===== config.mk =====
export PLATFORM = sky130hd
export DESIGN_NAME = atc_top
export DESIGN_NICKNAME = d
export VERILOG_FILES = /design/src/rtl/atc_pkg.sv /design/src/rtl/atc_index.sv /design/src/rtl/atc_way.sv /design/src/rtl/atc_victim.sv /design/src/rtl/atc_top.sv
export SDC_FILE = /design/constraint.sdc
export NUM_CORES = 2
export LEC_CHECK = 0
export ABC_AREA = 1
export BUFFER_PORTS_ARGS = -buffer_cell sky130_fd_sc_hd__buf_2
export CORE_UTILIZATION = 45
export CTS_BUF_LIST = sky130_fd_sc_hd__clkbuf_8
export DETAILED_ROUTE_END_ITERATION = 8
export PLACE_DENSITY = 0.67
export SKIP_LAST_GASP = 1
export SLEW_MARGIN = 15
export SYNTH_ARGS = -nofsm -noshare
export SYNTH_HDL_FRONTEND = slang
export SYNTH_HIERARCHICAL = 1
export SYNTH_SLANG_ARGS = --single-unit

===== constraint.sdc =====
create_clock -name clk -period 6.46 [get_ports clk]
set_clock_uncertainty 0.15 [all_clocks]
set_input_delay 0.969 -clock clk [delete_from_list [all_inputs] [get_ports clk]]
set_output_delay 0.969 -clock clk [all_outputs]
set_load 0.01 [all_outputs]

===== src/rtl/atc_pkg.sv =====
package atc_pkg;

   // Smallest page is 4 KB; 8 KB pages use one more offset bit.
   localparam int unsigned PG_SHIFT = 12;

   typedef struct packed {
      logic       wp;   // write protect
      logic       so;   // supervisor only
      logic [1:0] cm;   // cacheability
      logic [1:0] ua;   // user attributes
   } atc_attr_t;

   localparam int unsigned ATTR_W = $bits(atc_attr_t);

endpackage


===== src/rtl/atc_index.sv =====
module atc_index
   import atc_pkg::*;
#(
   parameter int unsigned LA_W  = 32,
   parameter int unsigned IDX_W = 4,
   parameter int unsigned TAG_W = LA_W - PG_SHIFT - IDX_W + 2
) (
   input  logic [LA_W-1:0]  addr,
   input  logic             super_m,
   input  logic             big,
   output logic [IDX_W-1:0] set_o,
   output logic [TAG_W-1:0] tag_o
);

   localparam int unsigned HI_W = TAG_W - 2;

   logic [HI_W-1:0] hi_small;
   logic [HI_W-1:0] hi_big;

   // Tag bits above the set index for each page size.
   assign hi_small = addr[LA_W-1 -: HI_W];
   assign hi_big   = {1'b0, addr[LA_W-1 -: HI_W-1]};

   always_comb begin
      if (big) begin
         set_o = addr[PG_SHIFT+1 +: IDX_W];
         tag_o = {1'b1, super_m, hi_big};
      end else begin
         set_o = addr[PG_SHIFT +: IDX_W];
         tag_o = {1'b0, super_m, hi_small};
      end
   end

endmodule


===== src/rtl/atc_way.sv =====
module atc_way
   import atc_pkg::*;
#(
   parameter int unsigned SETS  = 16,
   parameter int unsigned IDX_W = 4,
   parameter int unsigned TAG_W = 18,
   parameter int unsigned PPN_W = 20
) (
   input  logic             clk,
   input  logic             rst_n,
   input  logic             inv,
   input  logic             wr_en,
   input  logic [IDX_W-1:0] wr_set,
   input  logic [TAG_W-1:0] wr_tag,
   input  logic [PPN_W-1:0] wr_ppn,
   input  atc_attr_t        wr_attr,
   input  logic [IDX_W-1:0] rd_set,
   input  logic [TAG_W-1:0] rd_tag,
   output logic             rd_hit,
   output logic [PPN_W-1:0] rd_ppn,
   output atc_attr_t        rd_attr,
   input  logic [IDX_W-1:0] pr_set,
   input  logic [TAG_W-1:0] pr_tag,
   output logic             pr_hit,
   output logic             pr_valid
);

   logic [SETS-1:0]  vld_q;
   logic [TAG_W-1:0] tag_q  [SETS];
   logic [PPN_W-1:0] ppn_q  [SETS];
   atc_attr_t        attr_q [SETS];

   always_ff @(posedge clk) begin
      if (!rst_n) begin
         vld_q <= '0;
      end else if (inv) begin
         vld_q <= '0;
      end else if (wr_en) begin
         vld_q[wr_set] <= 1'b1;
      end
   end

   // Payload needs no reset: it is only seen behind a valid bit.
   always_ff @(posedge clk) begin
      if (wr_en && !inv) begin
         tag_q[wr_set]  <= wr_tag;
         ppn_q[wr_set]  <= wr_ppn;
         attr_q[wr_set] <= wr_attr;
      end
   end

   assign rd_hit   = vld_q[rd_set] && (tag_q[rd_set] == rd_tag);
   assign rd_ppn   = ppn_q[rd_set];
   assign rd_attr  = attr_q[rd_set];
   assign pr_valid = vld_q[pr_set];
   assign pr_hit   = vld_q[pr_set] && (tag_q[pr_set] == pr_tag);

endmodule


===== src/rtl/atc_victim.sv =====
module atc_victim #(
   parameter int unsigned SETS  = 16,
   parameter int unsigned IDX_W = 4,
   parameter int unsigned WAYS  = 4,
   parameter int unsigned WAY_W = 2
) (
   input  logic             clk,
   input  logic             rst_n,
   input  logic             inv,
   input  logic             fill,
   input  logic [IDX_W-1:0] set_i,
   input  logic [WAYS-1:0]  valid_row,
   input  logic [WAYS-1:0]  match_row,
   output logic [WAYS-1:0]  sel
);

   logic [WAY_W-1:0] rr_q [SETS];
   logic [WAYS-1:0]  free_sel;
   logic [WAYS-1:0]  rr_sel;
   logic             any_free;
   logic             any_match;
   logic             use_rr;

   // Lowest-numbered invalid way wins: scan from the top down.
   always_comb begin
      free_sel = '0;
      for (int w = WAYS - 1; w >= 0; w--) begin
         if (!valid_row[w]) begin
            free_sel    = '0;
            free_sel[w] = 1'b1;
         end
      end
   end

   assign any_free  = |(~valid_row);
   assign any_match = |match_row;
   assign rr_sel    = WAYS'(1) << rr_q[set_i];
   assign use_rr    = !any_match && !any_free;

   always_comb begin
      if (any_match)     sel = match_row;
      else if (any_free) sel = free_sel;
      else               sel = rr_sel;
   end

   always_ff @(posedge clk) begin
      if (!rst_n || inv) begin
         for (int s = 0; s < SETS; s++) rr_q[s] <= '0;
      end else if (fill && use_rr) begin
         rr_q[set_i] <= rr_q[set_i] + WAY_W'(1);
      end
   end

endmodule


===== src/rtl/atc_top.sv =====
module atc_top
   import atc_pkg::*;
#(
   parameter int unsigned LA_W = 32,
   parameter int unsigned PA_W = 32,
   parameter int unsigned SETS = 16,
   parameter int unsigned WAYS = 4
) (
   input  logic                   clk,
   input  logic                   rst_n,
   input  logic                   page_8k,
   input  logic                   inv_all,
   input  logic                   lk_valid,
   input  logic [LA_W-1:0]        lk_addr,
   input  logic                   lk_super,
   input  logic                   lk_write,
   input  logic                   fill_valid,
   input  logic [LA_W-1:0]        fill_addr,
   input  logic                   fill_super,
   input  logic [PA_W-PG_SHIFT-1:0] fill_ppn,
   input  logic                   fill_wp,
   input  logic                   fill_so,
   input  logic [1:0]             fill_cm,
   input  logic [1:0]             fill_ua,
   output logic                   hit,
   output logic                   pa_valid,
   output logic [PA_W-1:0]        pa,
   output logic                   fault_wp,
   output logic                   fault_so,
   output logic [1:0]             cm_out,
   output logic [1:0]             ua_out,
   output logic                   walk_req
);

   localparam int unsigned IDX_W = $clog2(SETS);
   localparam int unsigned WAY_W = $clog2(WAYS);
   localparam int unsigned TAG_W = LA_W - PG_SHIFT - IDX_W + 2;
   localparam int unsigned PPN_W = PA_W - PG_SHIFT;

   initial begin
      if (SETS < 2 || (1 << IDX_W) != SETS)
         $error("atc_top: SETS must be a power of two of at least 2");
      if (WAYS < 2 || (1 << WAY_W) != WAYS)
         $error("atc_top: WAYS must be a power of two of at least 2");
      if (LA_W < PG_SHIFT + IDX_W + 3)
         $error("atc_top: LA_W too small for the set index and tag");
      if (PA_W <= PG_SHIFT + 1)
         $error("atc_top: PA_W too small for an 8 KB frame");
   end

   // ---------------- address split ----------------
   logic [IDX_W-1:0] lk_set;
   logic [TAG_W-1:0] lk_tag;
   logic [IDX_W-1:0] fl_set;
   logic [TAG_W-1:0] fl_tag;

   atc_index #(.LA_W(LA_W), .IDX_W(IDX_W), .TAG_W(TAG_W)) u_lk_idx (
      .addr    (lk_addr),
      .super_m (lk_super),
      .big     (page_8k),
      .set_o   (lk_set),
      .tag_o   (lk_tag)
   );

   atc_index #(.LA_W(LA_W), .IDX_W(IDX_W), .TAG_W(TAG_W)) u_fl_idx (
      .addr    (fill_addr),
      .super_m (fill_super),
      .big     (page_8k),
      .set_o   (fl_set),
      .tag_o   (fl_tag)
   );

   // ---------------- ways ----------------
   logic             fill_en;
   atc_attr_t        fill_attr;
   logic [WAYS-1:0]  way_sel;
   logic [WAYS-1:0]  rd_hit_w;
   logic [WAYS-1:0]  hit_vec;
   logic [WAYS-1:0]  pr_hit_w;
   logic [WAYS-1:0]  pr_vld_w;
   logic [PPN_W-1:0] rd_ppn_w  [WAYS];
   atc_attr_t        rd_attr_w [WAYS];

   assign fill_en   = fill_valid && !inv_all;
   assign fill_attr = '{wp: fill_wp, so: fill_so, cm: fill_cm, ua: fill_ua};

   for (genvar w = 0; w < WAYS; w++) begin : g_way
      atc_way #(.SETS(SETS), .IDX_W(IDX_W), .TAG_W(TAG_W), .PPN_W(PPN_W)) u_way (
         .clk      (clk),
         .rst_n    (rst_n),
         .inv      (inv_all),
         .wr_en    (fill_en && way_sel[w]),
         .wr_set   (fl_set),
         .wr_tag   (fl_tag),
         .wr_ppn   (fill_ppn),
         .wr_attr  (fill_attr),
         .rd_set   (lk_set),
         .rd_tag   (lk_tag),
         .rd_hit   (rd_hit_w[w]),
         .rd_ppn   (rd_ppn_w[w]),
         .rd_attr  (rd_attr_w[w]),
         .pr_set   (fl_set),
         .pr_tag   (fl_tag),
         .pr_hit   (pr_hit_w[w]),
         .pr_valid (pr_vld_w[w])
      );
   end

   atc_victim #(.SETS(SETS), .IDX_W(IDX_W), .WAYS(WAYS), .WAY_W(WAY_W)) u_victim (
      .clk       (clk),
      .rst_n     (rst_n),
      .inv       (inv_all),
      .fill      (fill_en),
      .set_i     (fl_set),
      .valid_row (pr_vld_w),
      .match_row (pr_hit_w),
      .sel       (way_sel)
   );

   // ---------------- hit mux and protection ----------------
   logic [PPN_W-1:0] ppn_m;
   atc_attr_t        attr_m;
   logic [PA_W-1:0]  pa_small;
   logic [PA_W-1:0]  pa_big;

   assign hit_vec = rd_hit_w & {WAYS{lk_valid}};

   always_comb begin
      ppn_m  = '0;
      attr_m = '0;
      for (int w = 0; w < WAYS; w++) begin
         if (hit_vec[w]) begin
            ppn_m  = ppn_m | rd_ppn_w[w];
            attr_m = attr_m | rd_attr_w[w];
         end
      end
   end

   assign pa_small = {ppn_m, lk_addr[PG_SHIFT-1:0]};
   assign pa_big   = {ppn_m[PPN_W-1:1], lk_addr[PG_SHIFT:0]};

   assign hit      = |hit_vec;
   assign fault_wp = hit && lk_write && attr_m.wp;
   assign fault_so = hit && !lk_super && attr_m.so;
   assign pa_valid = hit && !fault_wp && !fault_so;
   assign pa       = !pa_valid ? '0 : (page_8k ? pa_big : pa_small);
   assign cm_out   = attr_m.cm;
   assign ua_out   = attr_m.ua;
   assign walk_req = lk_valid && !hit;

endmodule


==> metrics.md <==
| Metric | Value |
|---|---|
| Number of nets produced by synthesis | 12800 |
| Crit Reg-Reg Endpoint | g_way[0].u_way/tag_q[2][5] |
| Max VDD drop | 210 uV |
| TNS Setup | 0 ns |
| Initial standard-cell utilization of the core | 45.3% |
| Worst setup slack after layout | 0.177 ns |
| First-pass GRT wire length | 607000 um |
| Weighted congestion reported at the end of routability-driven placement | 0.913 |
| Worst-case clock buffer depth | 4 |
| Count of vias placed by the detailed router | 101000 |
| Port-buffer cells | 127 |
| Clock slew at the register clock pins of the worst setup and hold paths | 0.05 ns |
| DRC errors left | 0 |
| Synth Warn # | 6 |
| Initial antenna violation count | 11 |
| Power Total | 0.0403 W |
| Overall die width | 547 um |
| Critical path's slowest cell | a211oi_1 |
| Mean routed wirelength per cell | 24.0 um |
| Hold-fix buffers, CTS | 0 |
| Total number of placement rows | 199 |
| Endpoint required time on the critical path | 5.34 ns |
| Antenna Violating Nets Remaining | 0 |
| Largest fanout of any net on the critical path | 33 |
| Share of cells above drive strength 1 | 11.0% |
| Number of max-slew violations in the final report | 0 |
| Endpoint of the worst setup timing path | pa[15] |
| Cell area after layout | 150000 um^2 |
| TritonCTS buffer count | 461 |
| Number of global-route vias before repair | 95500 |
| Number of iterations in the first detailed-routing pass | 6 |
| Static Leak | 55.4 nW |
| Min-delay worst type | flip-flop to flip-flop |
| Number of clock sinks seen by CTS | 2912 |
| Final critical delay including setup and external delays | 6.28 ns |
| Reg2Reg Depth | 22 |
| Number of distinct library cells after synthesis | 43 |
| Count of filler cells inserted in the layout | 25700 |
| GRT Residual Overflow | 0 |
| CTS H-Tree Depth | 5 |
| Result of the run | finished, final reports clean |
| CP Launch Point | page_8k |
| Post-Route WL | 414000 um |
| Area of the multi-input gates | 38400 um^2 |
| Place WS | 0.193 ns |
| Max-cap violations | 0 |
| Worst setup EP type | output port |
| Number of storage elements in the synthesis netlist | 2912 |
| Synthesized cell area | 133000 um^2 |
| Power per standard cell area | 268 nW/um^2 |
| Root Buffer | clkbuf_8 |
| Syn Area/Cell | 10.5 um^2 |
| Vias per Instance | 5.84 |
| Delay of the slowest critical-path stage | 0.95 ns |
| Placed standard-cell area | 142000 um^2 |
| Worst path cell trace | buf_4, inv_2, nand2_1, nand2_8, buf_12, buf_4, nor2_1, nor2_1, nand2_1, nand3_1, nand3_1, nand3_1, nand2_1, nand2_1, nor2_1, nand3_1, nor2_1, buf_4, nand2_2, clkinvlp_4, a211oi_1, nor2_4, buf_2 |
| Worst slew margin | 26.6% |
| Height of the die | 547 um |
| Data arrival time of the critical path | 5.16 ns |
| Ports | 140 |
| Die area | 299000 um^2 |
| DR iter-0 viols | 12200 |
| Worst Setup Start Kind | input port |
| Final number of hold-violating endpoints | 0 |
| Source of the worst register-to-register timing path | g_way[0].u_way/tag_q[12][16] |
| Maximum achievable frequency | 0.159 GHz |
| Largest net degree at the start of global routing | 209 |
| Dpl hpwl | 239000 um |
| Count of mapped cells out of synthesis | 12700 |
| Worst hold slack after final layout | 0.314 ns |
| Share of synthesized area occupied by flip-flops and latches | 65.0% |
| Final setup violating endpoints | 0 |
| Final #Nets | 13100 |
| Core Area | 295000 um^2 |
| Worst reg-to-reg setup slack | 1.78 ns |
| Area growth from synthesis to final layout | 12.7% |
| Skew-Pair Late Insertion Delay | 1.12 ns |
| Transition time at the pin with the least slew margin | 1.10 ns |
| Worst setup path class | input port to output port |
| GRT Util Overall | 27.0% |
| Period Utilization, post-route | 97.3% |
| CTS tree | done |
| Total area of sequential cells | 86800 um^2 |
==> cells in the mapped netlist, drive strengths merged <==
library cell | number | share of area, %
edfxtp | 2848 | 64
nand2 | 2473 | 7.0
nand3 | 1657 | 6.2
nor2 | 1206 | 3.6
inv | 1157 | 3.3
o21ai | 989 | 3.7
o211ai | 615 | 3.5
buf | 524 | 2.4
clkbuf | 348 | 1.0
o221ai | 328 | 2.2
a21oi | 225 | 0.84
o22ai | 88 | 0.41
or2 | 81 | 0.38
dfxtp | 64 | 0.96
nor3 | 32 | 0.17
nand3b | 28 | 0.16
nand4 | 25 | 0.12
clkinv | 12 | 0.034
a211oi | 8 | 0.045
ha | 4 | 0.038
a31o | 1 | 0.0066
o21bai | 1 | 0.0056
o31ai | 1 | 0.0056
o41ai | 1 | 0.0066
==> sequential cells by signal, indices dropped and copies added (netlist names) <==
register	flops
g_way.u_way/attr_q	384
g_way.u_way/ppn_q	1280
g_way.u_way/tag_q	1152
g_way.u_way/vld_q	64
u_victim/rr_q	32
==> cell type report <==
class / count / share of cell area, %
sequential: 2912 / 57.7
multi-input combinational: 7763 / 25.5
timing repair buffer: 683 / 4.95
clock buffer: 467 / 4.28
tap: 3919 / 3.26
inverter: 1169 / 2.96
clock inverter: 354 / 1.29
antenna: 4 / 0.00666
==> worst min-delay path by stage <==
stage	startpoint	slack [ns]	endpoint	cells after the start
floorplan	g_way[0].u_way/vld_q[4]	0.29	g_way[0].u_way/vld_q[4]	2
global placement	g_way[0].u_way/vld_q[4]	0.29	g_way[0].u_way/vld_q[4]	2
detailed placement	g_way[1].u_way/vld_q[4]	0.30	g_way[1].u_way/vld_q[4]	2
CTS	fill_addr[30]	0.26	g_way[0].u_way/tag_q[14][13]	3
global route	fill_super	0.30	g_way[0].u_way/tag_q[3][16]	1
finish	g_way[1].u_way/vld_q[4]	0.31	g_way[1].u_way/vld_q[4]	2
==> critical path: cells and delay by family <==
| family | cells | cell delay, ns |
|---|---|---|
| AO/OA/AOI/OAI | 1 | 0.95 |
| buffers and inverters | 7 | 1.63 |
| AND/OR/NAND/NOR | 15 | 1.56 |
==> logic make-up after synthesis <==
family                     synth area share [%]
and+or+nand+nor                            17.6
DFF                                        65.0
AOI/OAI and AO/OA                          10.6
buffers and inverters                      6.66
adders and majority gates                0.0375
==> metrics by stage <==
stage | util (%) | std cells
floorplan | - | 12700
global placement | 48.2 | 16400
detailed placement | 48.2 | 16400
CTS | 51.0 | 17300
global route | 51.0 | 17300
finish | 51.0 | 17300
==> where the power goes <==
| group | switching [W] | internal, W | total, W |
|---|---|---|---|
| logic | 0.00347 | 0.00137 | 0.00484 |
| registers | 0.00000982 | 0.0208 | 0.0208 |
| clock network | 0.00734 | 0.00734 | 0.0147 |
==> placed cells by master (no fill, tap or decap), drive strengths merged <==
master / instances
diode: 4
o211ai: 615
a21oi: 225
o22ai: 88
clkinv: 170
nand3b: 28
buf: 682
nand2: 2473
ha: 4
clkbuf: 468
nand4: 25
clkinvlp: 10
nor3: 32
bufinv: 16
o31ai: 1
o41ai: 1
o221ai: 328
a211oi: 8
nor2: 1206
o21bai: 1
o21ai: 989
nand3: 1657
or2: 81
dfxtp: 64
inv: 1327
edfxtp: 2848
a31o: 1
==> layer usage <==
| layer | up-vias | routed length, um | part of all wire, % | global-route usage (%) |
|---|---|---|---|---|
| met5 | - | 79 | 0.019 | 0 |
| met4 | 10 | 26300 | 6.4 | 16.2 |
| met3 | 1120 | 39300 | 9.5 | 4.38 |
| met2 | 5663 | 190000 | 46 | 43.3 |
| met1 | 48600 | 158000 | 38 | 34.5 |
| li1 | 45500 | - | - | - |
==> repair_timing <==
action                                  4_1_cts  5_1_grt
resized for setup                             0        5
setup buffers                                 0        3
endpoints found under the setup margin        0       27
(Power assumes the default switching activity.)
